==> src/rtl/bsa_pkg.sv <==
package bsa_pkg;

   typedef enum logic [1:0] {
      ACT_IDLE   = 2'd0,
      ACT_LOAD   = 2'd1,
      ACT_SHIFT  = 2'd2,
      ACT_STREAM = 2'd3
   } bsa_act_e;

   function automatic int unsigned bsa_cnt_w(input int unsigned width);
      return $clog2(width + 2);
   endfunction

endpackage

==> src/rtl/bsa_shift_reg.sv <==
module bsa_shift_reg #(
   parameter int unsigned WIDTH = 4
) (
   input  logic             clk,
   input  logic             rst,
   input  logic             load,
   input  logic             shift,
   input  logic [WIDTH-1:0] load_val,
   input  logic             ser_in,
   output logic [WIDTH-1:0] q
);

   logic [WIDTH-1:0] shifted;

   for (genvar i = 0; i < WIDTH; i++) begin : g_bit
      if (i == WIDTH - 1) begin : g_top
         assign shifted[i] = ser_in;
      end else begin : g_mid
         assign shifted[i] = q[i+1];
      end
   end

   always_ff @(posedge clk) begin
      if (rst) begin
         q <= '0;
      end else if (load) begin
         q <= load_val;
      end else if (shift) begin
         q <= shifted;
      end
   end

endmodule

==> src/rtl/bsa_bit_core.sv <==
module bsa_bit_core
   import bsa_pkg::*;
#(
   parameter int unsigned SUM_STYLE = 0
) (
   input  logic     clk,
   input  logic     rst,
   input  bsa_act_e act,
   input  logic     first_stream,
   input  logic     par_a,
   input  logic     par_b,
   input  logic     ser_a,
   input  logic     ser_b,
   output logic     fa_sum,
   output logic     sum_bit
);

   logic carry_q;
   logic op_a;
   logic op_b;
   logic cin;
   logic cout;

   assign op_a = (act == ACT_SHIFT) ? par_a : ser_a;
   assign op_b = (act == ACT_SHIFT) ? par_b : ser_b;
   assign cin  = (act == ACT_LOAD || first_stream) ? 1'b0 : carry_q;

   if (SUM_STYLE == 0) begin : g_gates
      assign fa_sum = op_a ^ op_b ^ cin;
      assign cout   = (op_a & op_b) | (op_a & cin) | (op_b & cin);
   end else begin : g_arith
      logic [1:0] tot;
      assign tot    = {1'b0, op_a} + {1'b0, op_b} + {1'b0, cin};
      assign fa_sum = tot[0];
      assign cout   = tot[1];
   end

   always_ff @(posedge clk) begin
      if (rst) begin
         carry_q <= 1'b0;
         sum_bit <= 1'b0;
      end else begin
         sum_bit <= fa_sum;
         case (act)
            ACT_LOAD:   carry_q <= 1'b0;
            ACT_SHIFT,
            ACT_STREAM: carry_q <= cout;
            default:    carry_q <= carry_q;
         endcase
      end
   end

   // first accepted pair of a run sees carry-in 0
   assert_stream_cin_zero_R8: assert property (@(posedge clk) disable iff (rst)
      (act == ACT_STREAM && first_stream) |=> (sum_bit == $past(ser_a ^ ser_b)));

endmodule

==> src/rtl/bsa_seq_ctrl.sv <==
module bsa_seq_ctrl
   import bsa_pkg::*;
#(
   parameter int unsigned W = 4
) (
   input  logic     clk,
   input  logic     rst,
   input  logic     load_par,
   input  logic     stream_en,
   output bsa_act_e act,
   output logic     first_stream,
   output logic     valid
);

   localparam int unsigned CW = bsa_cnt_w(W);
   localparam logic [CW-1:0] STEPS = CW'(W + 1);

   logic [CW-1:0] cnt;
   logic          stream_prev;

   always_comb begin
      if (load_par)         act = ACT_LOAD;
      else if (stream_en)   act = ACT_STREAM;
      else if (cnt != '0)   act = ACT_SHIFT;
      else                  act = ACT_IDLE;
   end

   assign first_stream = (act == ACT_STREAM) && !stream_prev;

   always_ff @(posedge clk) begin
      if (rst) begin
         cnt         <= '0;
         valid       <= 1'b0;
         stream_prev <= 1'b0;
      end else begin
         stream_prev <= (act == ACT_STREAM);
         case (act)
            ACT_LOAD: begin
               cnt   <= STEPS;
               valid <= 1'b0;
            end
            ACT_SHIFT: begin
               cnt   <= cnt - 1'b1;
               valid <= (cnt == CW'(1));
            end
            ACT_STREAM: begin
               cnt   <= '0;
               valid <= 1'b1;
            end
            default: begin
               valid <= valid & ~stream_prev;
            end
         endcase
      end
   end

   // the step counter never exceeds W+1
   assert_cnt_bound_R3: assert property (@(posedge clk) disable iff (rst)
      cnt <= STEPS);

endmodule

==> src/rtl/bit_serial_adder.sv <==
module bit_serial_adder
   import bsa_pkg::*;
#(
   parameter int unsigned W         = 4,
   parameter int unsigned SUM_STYLE = 0
) (
   input  logic         clk,
   input  logic         rst,
   input  logic         load_par,
   input  logic         stream_en,
   input  logic         ser_a,
   input  logic         ser_b,
   input  logic [W-1:0] par_a,
   input  logic [W-1:0] par_b,
   output logic         sum_bit,
   output logic [W:0]   sum_word,
   output logic         sum_ok
);

   if (W < 1) begin : g_bad_width
      $error("bit_serial_adder: W must be at least 1");
   end
   if (SUM_STYLE > 1) begin : g_bad_style
      $error("bit_serial_adder: SUM_STYLE must be 0 or 1");
   end

   bsa_act_e     act;
   logic         first_stream;
   logic         fa_sum;
   logic [W-1:0] a_q;
   logic [W-1:0] b_q;
   logic         unused_hi;

   assign unused_hi = ^{a_q, b_q};

   bsa_seq_ctrl #(.W(W)) u_ctrl (
      .clk          (clk),
      .rst          (rst),
      .load_par     (load_par),
      .stream_en    (stream_en),
      .act          (act),
      .first_stream (first_stream),
      .valid        (sum_ok)
   );

   bsa_shift_reg #(.WIDTH(W)) u_sr_a (
      .clk      (clk),
      .rst      (rst),
      .load     (act == ACT_LOAD),
      .shift    (act == ACT_SHIFT),
      .load_val (par_a),
      .ser_in   (1'b0),
      .q        (a_q)
   );

   bsa_shift_reg #(.WIDTH(W)) u_sr_b (
      .clk      (clk),
      .rst      (rst),
      .load     (act == ACT_LOAD),
      .shift    (act == ACT_SHIFT),
      .load_val (par_b),
      .ser_in   (1'b0),
      .q        (b_q)
   );

   bsa_shift_reg #(.WIDTH(W + 1)) u_sr_sum (
      .clk      (clk),
      .rst      (rst),
      .load     (act == ACT_LOAD),
      .shift    (act == ACT_SHIFT),
      .load_val ('0),
      .ser_in   (fa_sum),
      .q        (sum_word)
   );

   bsa_bit_core #(.SUM_STYLE(SUM_STYLE)) u_core (
      .clk          (clk),
      .rst          (rst),
      .act          (act),
      .first_stream (first_stream),
      .par_a        (a_q[0]),
      .par_b        (b_q[0]),
      .ser_a        (ser_a),
      .ser_b        (ser_b),
      .fa_sum       (fa_sum),
      .sum_bit      (sum_bit)
   );

   // a load always drops the valid flag on the next cycle
   assert_load_clears_ok_R2: assert property (@(posedge clk) disable iff (rst)
      load_par |=> !sum_ok);

   // accepted stream cycle gives valid one cycle later
   assert_stream_ok_R7: assert property (@(posedge clk) disable iff (rst)
      (stream_en && !load_par) |=> sum_ok);

   // end of a stream run drops valid
   assert_stream_end_R7: assert property (@(posedge clk) disable iff (rst)
      (!load_par && !stream_en && $past(stream_en && !load_par)) |=> !sum_ok);

   // a finished word result holds while idle
   assert_result_hold_R4: assert property (@(posedge clk) disable iff (rst)
      (sum_ok && !load_par && !stream_en && !$past(stream_en && !load_par))
      |=> (sum_ok && $stable(sum_word)));

endmodule

==> config.mk <==
export PLATFORM = sky130hd
export DESIGN_NAME = bit_serial_adder
export DESIGN_NICKNAME = d
export VERILOG_FILES = /design/src/rtl/bsa_pkg.sv /design/src/rtl/bsa_shift_reg.sv /design/src/rtl/bsa_bit_core.sv /design/src/rtl/bsa_seq_ctrl.sv /design/src/rtl/bit_serial_adder.sv
export SDC_FILE = /design/constraint.sdc
export NUM_CORES = 1
export LEC_CHECK = 0
export CELL_PAD_IN_SITES_DETAIL_PLACEMENT = 1
export CELL_PAD_IN_SITES_GLOBAL_PLACEMENT = 2
export CORE_MARGIN = 2
export CORE_UTILIZATION = 33
export CTS_CLUSTER_SIZE = 30
export DETAILED_ROUTE_END_ITERATION = 8
export DONT_BUFFER_PORTS = 1
export GPL_TIMING_DRIVEN = 0
export PLACE_DENSITY = 0.74
export SETUP_SLACK_MARGIN = 0.02
export SYNTH_ARGS = -nofsm -noshare
export SYNTH_HDL_FRONTEND = slang
export SYNTH_SLANG_ARGS = --single-unit
==> constraint.sdc <==
create_clock -name clk -period 2.63 [get_ports clk]
set_input_delay 0.789 -clock clk [delete_from_list [all_inputs] [get_ports clk]]
set_output_delay 0.789 -clock clk [all_outputs]
set_load 0.03 [all_outputs]
# ---- Yosys cells after proc, flatten, opt, wreduce, memory -nomap -nowiden
# Index checks and enable logic that the tools add are counted.
dict set report op_classes {
  reduce_logical 9
  bitwise_logic 9
  n_mux 13
  eq_ne 4
  magnitude_cmp 0
  n_div 0
  add_sub_neg 1
  shift 0
  multipliers 0
}
# op n
set ops {}
lappend ops {{2-to-1 mux 4 bit} 4}
lappend ops {{one-hot mux 3 bit (3 select lines)} 1}
lappend ops {{2-to-1 mux 2 bit} 3}
lappend ops {{nonzero test 3 bit} 2}
lappend ops {{bitwise AND 1 bit} 4}
lappend ops {{== test 2 bit, second input constant} 2}
lappend ops {{nonzero test 2 bit} 2}
lappend ops {{OR reduction 2 bit} 2}
lappend ops {{== test 3 x 1 -> 1 bit, second input constant} 1}
lappend ops {{2-to-1 mux 1 bit} 3}
lappend ops {{one-hot mux 1 bit (3 select lines)} 1}
lappend ops {{subtractor 3 x 1 -> 3 bit, second input constant} 1}
lappend ops {{== test 2 x 1 -> 1 bit, second input constant} 1}
lappend ops {{bitwise OR 1 bit} 2}
lappend ops {{one-hot mux 1 bit (2 select lines)} 1}
lappend ops {{XOR 1 bit} 2}
lappend ops {{logical AND 1 bit} 1}
lappend ops {{logical NOT 1 bit} 1}
lappend ops {{logical OR 1 bit} 1}
lappend ops {{NOT 1 bit} 1}
dict set report word_totals {
  romBits 0
  ff_bits 20
  wordCells 44
  output_inout_bits 7
  ram_bits 0
  latchBits 0
  memories 0
  inputBits 14
}

# ---- Depth between registers and ports, before layout
dict set report depth {
  ltp_word 12
  ltp_mapped 11
  depth_no_buf 10
}

# ---- Hierarchy
# A second synthesis with hierarchy kept.
dict set report unflattened {
  cells_unflattened 106
  area_unflattened_um2 1054.8
}
# module area_each_um2 n_inst seq_area_each_um2 cells_each
set modules_own_cells {}
lappend modules_own_cells {{bsa_shift_reg at u_sr_a ...} 190.2 2 80.1 18}
lappend modules_own_cells {bsa_seq_ctrl 294.0 1 100.1 33}
lappend modules_own_cells {{bsa_shift_reg at u_sr_sum} 234.0 1 100.1 22}
lappend modules_own_cells {bsa_bit_core 127.6 1 40.0 12}
lappend modules_own_cells {bit_serial_adder 18.8 1 0.0 3}

# ---- Least setup slack after synthesis
# No wires, ideal clock.
dict set report synth_path {
  kind {input-to-reg}
  from {input stream_en}
  to {register u_sr_sum.q[4]}
  setup_slack_ns 0.053
  arrival_ns 2.499
  setup_ns 0.078
  stages 9
  required_time_ns 2.552
  path_cell_list {nor2_1 -> a21o_1 -> inv_1 -> ha_1 -> buf_4 -> mux2_2 -> fa_1 -> mux2i_1 -> nor3_1}
}
dict set report synth_between {
  elab_chain_len 7
}
# item line_no
set synth_lines {}
lappend synth_lines {{start, declared} bit_serial_adder.sv:10} ;# input logic stream_en,
lappend synth_lines {{2-to-1 mux 2 bit *} bsa_seq_ctrl.sv:23} ;# else if (stream_en) act = ACT_STREAM;
lappend synth_lines {{2-to-1 mux 2 bit *} bsa_seq_ctrl.sv:22} ;# if (load_par) act = ACT_LOAD;
lappend synth_lines {{== test 2 bit} bsa_seq_ctrl.sv:28} ;# assign first_stream = (act == ACT_STREAM) && !stream_prev;
lappend synth_lines {{logical AND 1 bit} bsa_seq_ctrl.sv:28}
lappend synth_lines {{logical OR 1 bit} bsa_bit_core.sv:26} ;# assign cin = (act == ACT_LOAD || first_stream) ? 1'b0 : carry_q;
lappend synth_lines {{2-to-1 mux 1 bit} bsa_bit_core.sv:26}
lappend synth_lines {{XOR 1 bit *} bsa_bit_core.sv:29} ;# assign fa_sum = op_a ^ op_b ^ cin;
lappend synth_lines {{via fa_sum} bit_serial_adder.sv:29} ;# logic fa_sum;
lappend synth_lines {{end signal, assigned} bsa_shift_reg.sv:27} ;# q <= load_val;
lappend synth_lines {{end signal, assigned} bsa_shift_reg.sv:29} ;# q <= shifted;
lappend synth_lines {{end, declared} bsa_shift_reg.sv:10} ;# output logic [WIDTH-1:0] q
# The timed path passes the listed nets; every way through them passes the cells marked *.
# A chain may end at the register's enable or synchronous reset.

# ---- Final worst setup path
dict set report layout_path {
  from {register u_ctrl.cnt[0]}
  to {register u_sr_sum.q[4]}
}
dict set report layout_between {
  elab_chain_len 9
}
# item line_no
set layout_lines {}
lappend layout_lines {{start, declared} bsa_seq_ctrl.sv:18} ;# logic [CW-1:0] cnt;
lappend layout_lines {{start signal, assigned} bsa_seq_ctrl.sv:43} ;# cnt <= cnt - 1'b1;
lappend layout_lines {{nonzero test 3 bit *} bsa_seq_ctrl.sv:24} ;# else if (cnt != '0) act = ACT_SHIFT;
lappend layout_lines {{2-to-1 mux 2 bit *} bsa_seq_ctrl.sv:24}
lappend layout_lines {{2-to-1 mux 2 bit *} bsa_seq_ctrl.sv:23}
lappend layout_lines {{2-to-1 mux 2 bit *} bsa_seq_ctrl.sv:22}
lappend layout_lines {{== test 2 bit} bsa_seq_ctrl.sv:28}
lappend layout_lines {{logical AND 1 bit} bsa_seq_ctrl.sv:28}
lappend layout_lines {{logical OR 1 bit} bsa_bit_core.sv:26}
lappend layout_lines {{2-to-1 mux 1 bit} bsa_bit_core.sv:26}
lappend layout_lines {{XOR 1 bit *} bsa_bit_core.sv:29}
lappend layout_lines {{via fa_sum} bit_serial_adder.sv:29}
# Marks and branches as above.

==> impl_metrics.json <==
{
  "p_sw_share_pct": 27.9,
  "drtIter0Drc": 20,
  "vias": 720,
  "firstDrtPassIters": 5,
  "crit_buf_inv": 3,
  "hpwl_um": 1480,
  "failed_checks": "DRC",
  "yosysTopAreaCell": "dfxtp_1",
  "diodes": 0,
  "start_util_pct": 35.3,
  "min_from": "u_sr_a.q[3]",
  "final_util_pct": 37.7,
  "post_route_cells_drive_above_1_share_pct": 11.3,
  "cp_max_fo": 10,
  "synth_flop_cell": "dfxtp_1",
  "critPathMostFrequentCell": "inv_1",
  "cp.required_ps": 2860,
  "nNetsFinal": 129,
  "skew_ps": 4.71,
  "syn_avg_cell_area_um2": 9.62,
  "cpMaxStageDelayCell": "fa_1",
  "switchingPower_uw": 166,
  "combPwrFrac_pct": 18.2,
  "p_int_uw": 428,
  "ctsLongestPathBuffers": 2,
  "netlist_instances": 103,
  "ys_ff_latch": 20,
  "arrival_ps": 2690,
  "ys_top_cells_by_area": "dfxtp_1 (40%), mux2i_1 (11%), ha_1 (7.6%)",
  "area_growth_pct": 6.82,
  "synth_top_area_share_pct": 40.4,
  "wl_um": 1990,
  "detail_route.wl_per_cell_um": 14.5,
  "crit_start": "u_ctrl.cnt[0]",
  "synth-async-reset-ratio_pct": 0,
  "crit_chain": "inv_1, ha_1, a21o_1, inv_1, ha_2, buf_6, mux2_2, fa_1, mux2i_1, nor3_1",
  "htree_levels": 1,
  "max_clock_freq_mhz": 407,
  "setup_slack_ps": 170,
  "grtUsageTotal_pct": 13.2,
  "whs_endpoint": "u_sr_a.q[3]",
  "overflow": 0,
  "clockPowerShare_pct": 24.5,
  "ctsHoldBuffers": 0,
  "drv_cap": 0,
  "grt_first_pass_wirelength_um": 3420,
  "clkLatencyLatePin_ps": 300,
  "drv_slew": 0,
  "cts_sinks": 20,
  "synth-edff-count": 0,
  "period_share_pct": 93.5,
  "worstSetupPathType": "reg2reg",
  "cts_tree": "built",
  "grt_pass1_vias": 758,
  "viasPerCell": 5.26,
  "r2r_start": "u_ctrl.cnt[0]",
  "ys_warn_count": 0,
  "die-area_um2": 3460,
  "outcome": "complete, but fails checks",
  "syn_area_um2": 991,
  "drc_errors": 2,
  "ant_nets": 0,
  "r2r_slack_ps": 170,
  "leakagePower_uw": 0.000417,
  "finalSetupViolations": 0,
  "pwr-share-seq_pct": 57.3,
  "rsz0062_at_grt": "no",
  "finalWeightedCongestion": 0.680,
  "io_buffers": 0,
  "fp.dieH_um": 58.8,
  "worstHoldPathCells": 2,
  "crit_path_end_kind": "register",
  "antenna_found_initial": 0,
  "ys_seq_area_share_pct": 40.4,
  "power_density_nw_per_um2": 561,
  "root_buffer": "clkbuf_4",
  "synth_nets": 124,
  "peakVddDrop_uv": 283,
  "critPathMaxStageDelay_ps": 550,
  "placementRows": 19,
  "core_area_um2": 2810,
  "worst_r2r_path_depth": 10,
  "timing.rr.end": "u_sr_sum.q[4]",
  "boundaryPins": 21,
  "min_period_ps": 2460,
  "cts_inserted_buffers": 3,
  "pre_cts_slack_ps": -99.8,
  "hold_viol_final": 0,
  "tightest_slew_ps": 496,
  "postCtsSetupRepairBufs": 0,
  "cp_top_family": "adder cells",
  "grt_max_degree": 11,
  "worstSetupStartpointType": "register",
  "synthDistinctLibCells": 28,
  "die_w_um": 58.8,
  "slew_headroom_pct": 66.9,
  "min_path_type": "reg2reg",
  "clk_pin_slew_ps": 110
}
==> flip-flops by register name (all words and copies together) (netlist names) <==
name / cells
u_ctrl.valid: 1
u_sr_sum.q: 5
u_ctrl.stream_prev: 1
u_sr_a.q: 4
u_core.sum_bit: 1
u_core.carry_q: 1
u_sr_b.q: 4
u_ctrl.cnt: 3
==> placed cells by master, fill, tap and decap left out, types with 3 or more instances in the layout <==
cell type / count
a211oi_1: 6
nor3_1: 5
nand2_1: 3
clkbuf_4: 3
dfxtp_1: 20
inv_1: 6
nand3_1: 3
ha_1: 5
mux2i_1: 11
a21oi_1: 7
nor2_1: 13
==> synthesized netlist by cell type, drive strengths merged, types with 2 or more instances <==
master  number
nand2        3
a21oi        7
nand2b       3
nand3        3
ha           6
buf          5
inv          6
clkbuf       2
mux2i       11
nor2        13
dfxtp       20
a211oi       6
nor3         5
nor3b        2
mux2         2
==> metrics by stage <==
step,hold slack (ps),cell area (um2),std cells,total power [uW],TNS [ps]
4_1_cts,489,1050,137,603,0
2_1_floorplan,440,991,103,434,0
3_3_place_gp,454,1030,134,455,-111
5_1_grt,505,1060,137,636,0
6_report,480,1060,137,594,0
3_5_place_dp,466,1030,134,458,-169
==> area by class of cell <==
cell class | count | area [um2]
clock buffers | 3 | 22.5
plain buffers | 7 | 60.1
multi-input cells | 70 | 514
fillers | 347 | 1750
inverters | 6 | 22.5
flip-flops and latches | 20 | 400
well taps | 31 | 38.8
==> worst max-delay path by stage <==
| stage | to | slack, ps | depth (start not counted) |
|---|---|---|---|
| 3_3_place_gp | u_sr_sum.q[4] | -80 | 9 |
| 4_1_cts | u_sr_sum.q[4] | 90 | 10 |
| 5_1_grt | u_sr_sum.q[4] | 20 | 10 |
| 6_report | u_sr_sum.q[4] | 170 | 10 |
| 3_5_place_dp | u_sr_sum.q[4] | -100 | 9 |
| 2_1_floorplan | u_sr_sum.q[4] | 50 | 9 |
==> power by group through the flow <==
stage | registers [uW] | logic (uW) | clock network, uW
after floorplan | 344 | 90.0 | 0
after global placement | 347 | 107 | 0
after detailed placement | 348 | 110 | 0
after CTS | 341 | 110 | 151
after global routing | 344 | 123 | 169
final | 341 | 108 | 146
==> repair_timing <==
action	in CTS	in global routing
endpoints found under the hold margin	0	0
endpoints found under the setup margin	0	1
resized for setup	0	2
==> worst reg2reg max path: stages, from the launching register on <==
cell,delay [ps]
dfxtp_1,360
inv_1,90
ha_1,200
a21o_1,180
inv_1,60
ha_2,220
buf_6,170
mux2_2,360
fa_1,550
mux2i_1,70
nor3_1,140
==> metal layers <==
| layer | wire length [um] | vias up | global-route usage (%) |
|---|---|---|---|
| met5 | 0 | - | 0 |
| met4 | 13 | 0 | 2.92 |
| met3 | 101 | 2 | 5.05 |
| met2 | 895 | 17 | 21.3 |
| met1 | 977 | 340 | 16.6 |
| li1 | - | 361 | - |
==> kinds of logic after synthesis <==
group	count (synthesis)	synth area share, %
muxes	13	13.4
and+or+nand+nor	31	15.8
buffers and inverters	13	7.95
AOI/OAI and AO/OA	19	12.9
DFF	20	40.4
adders and majority gates	7	9.60
No activity file was read; power rests on OpenSTA's default activity.
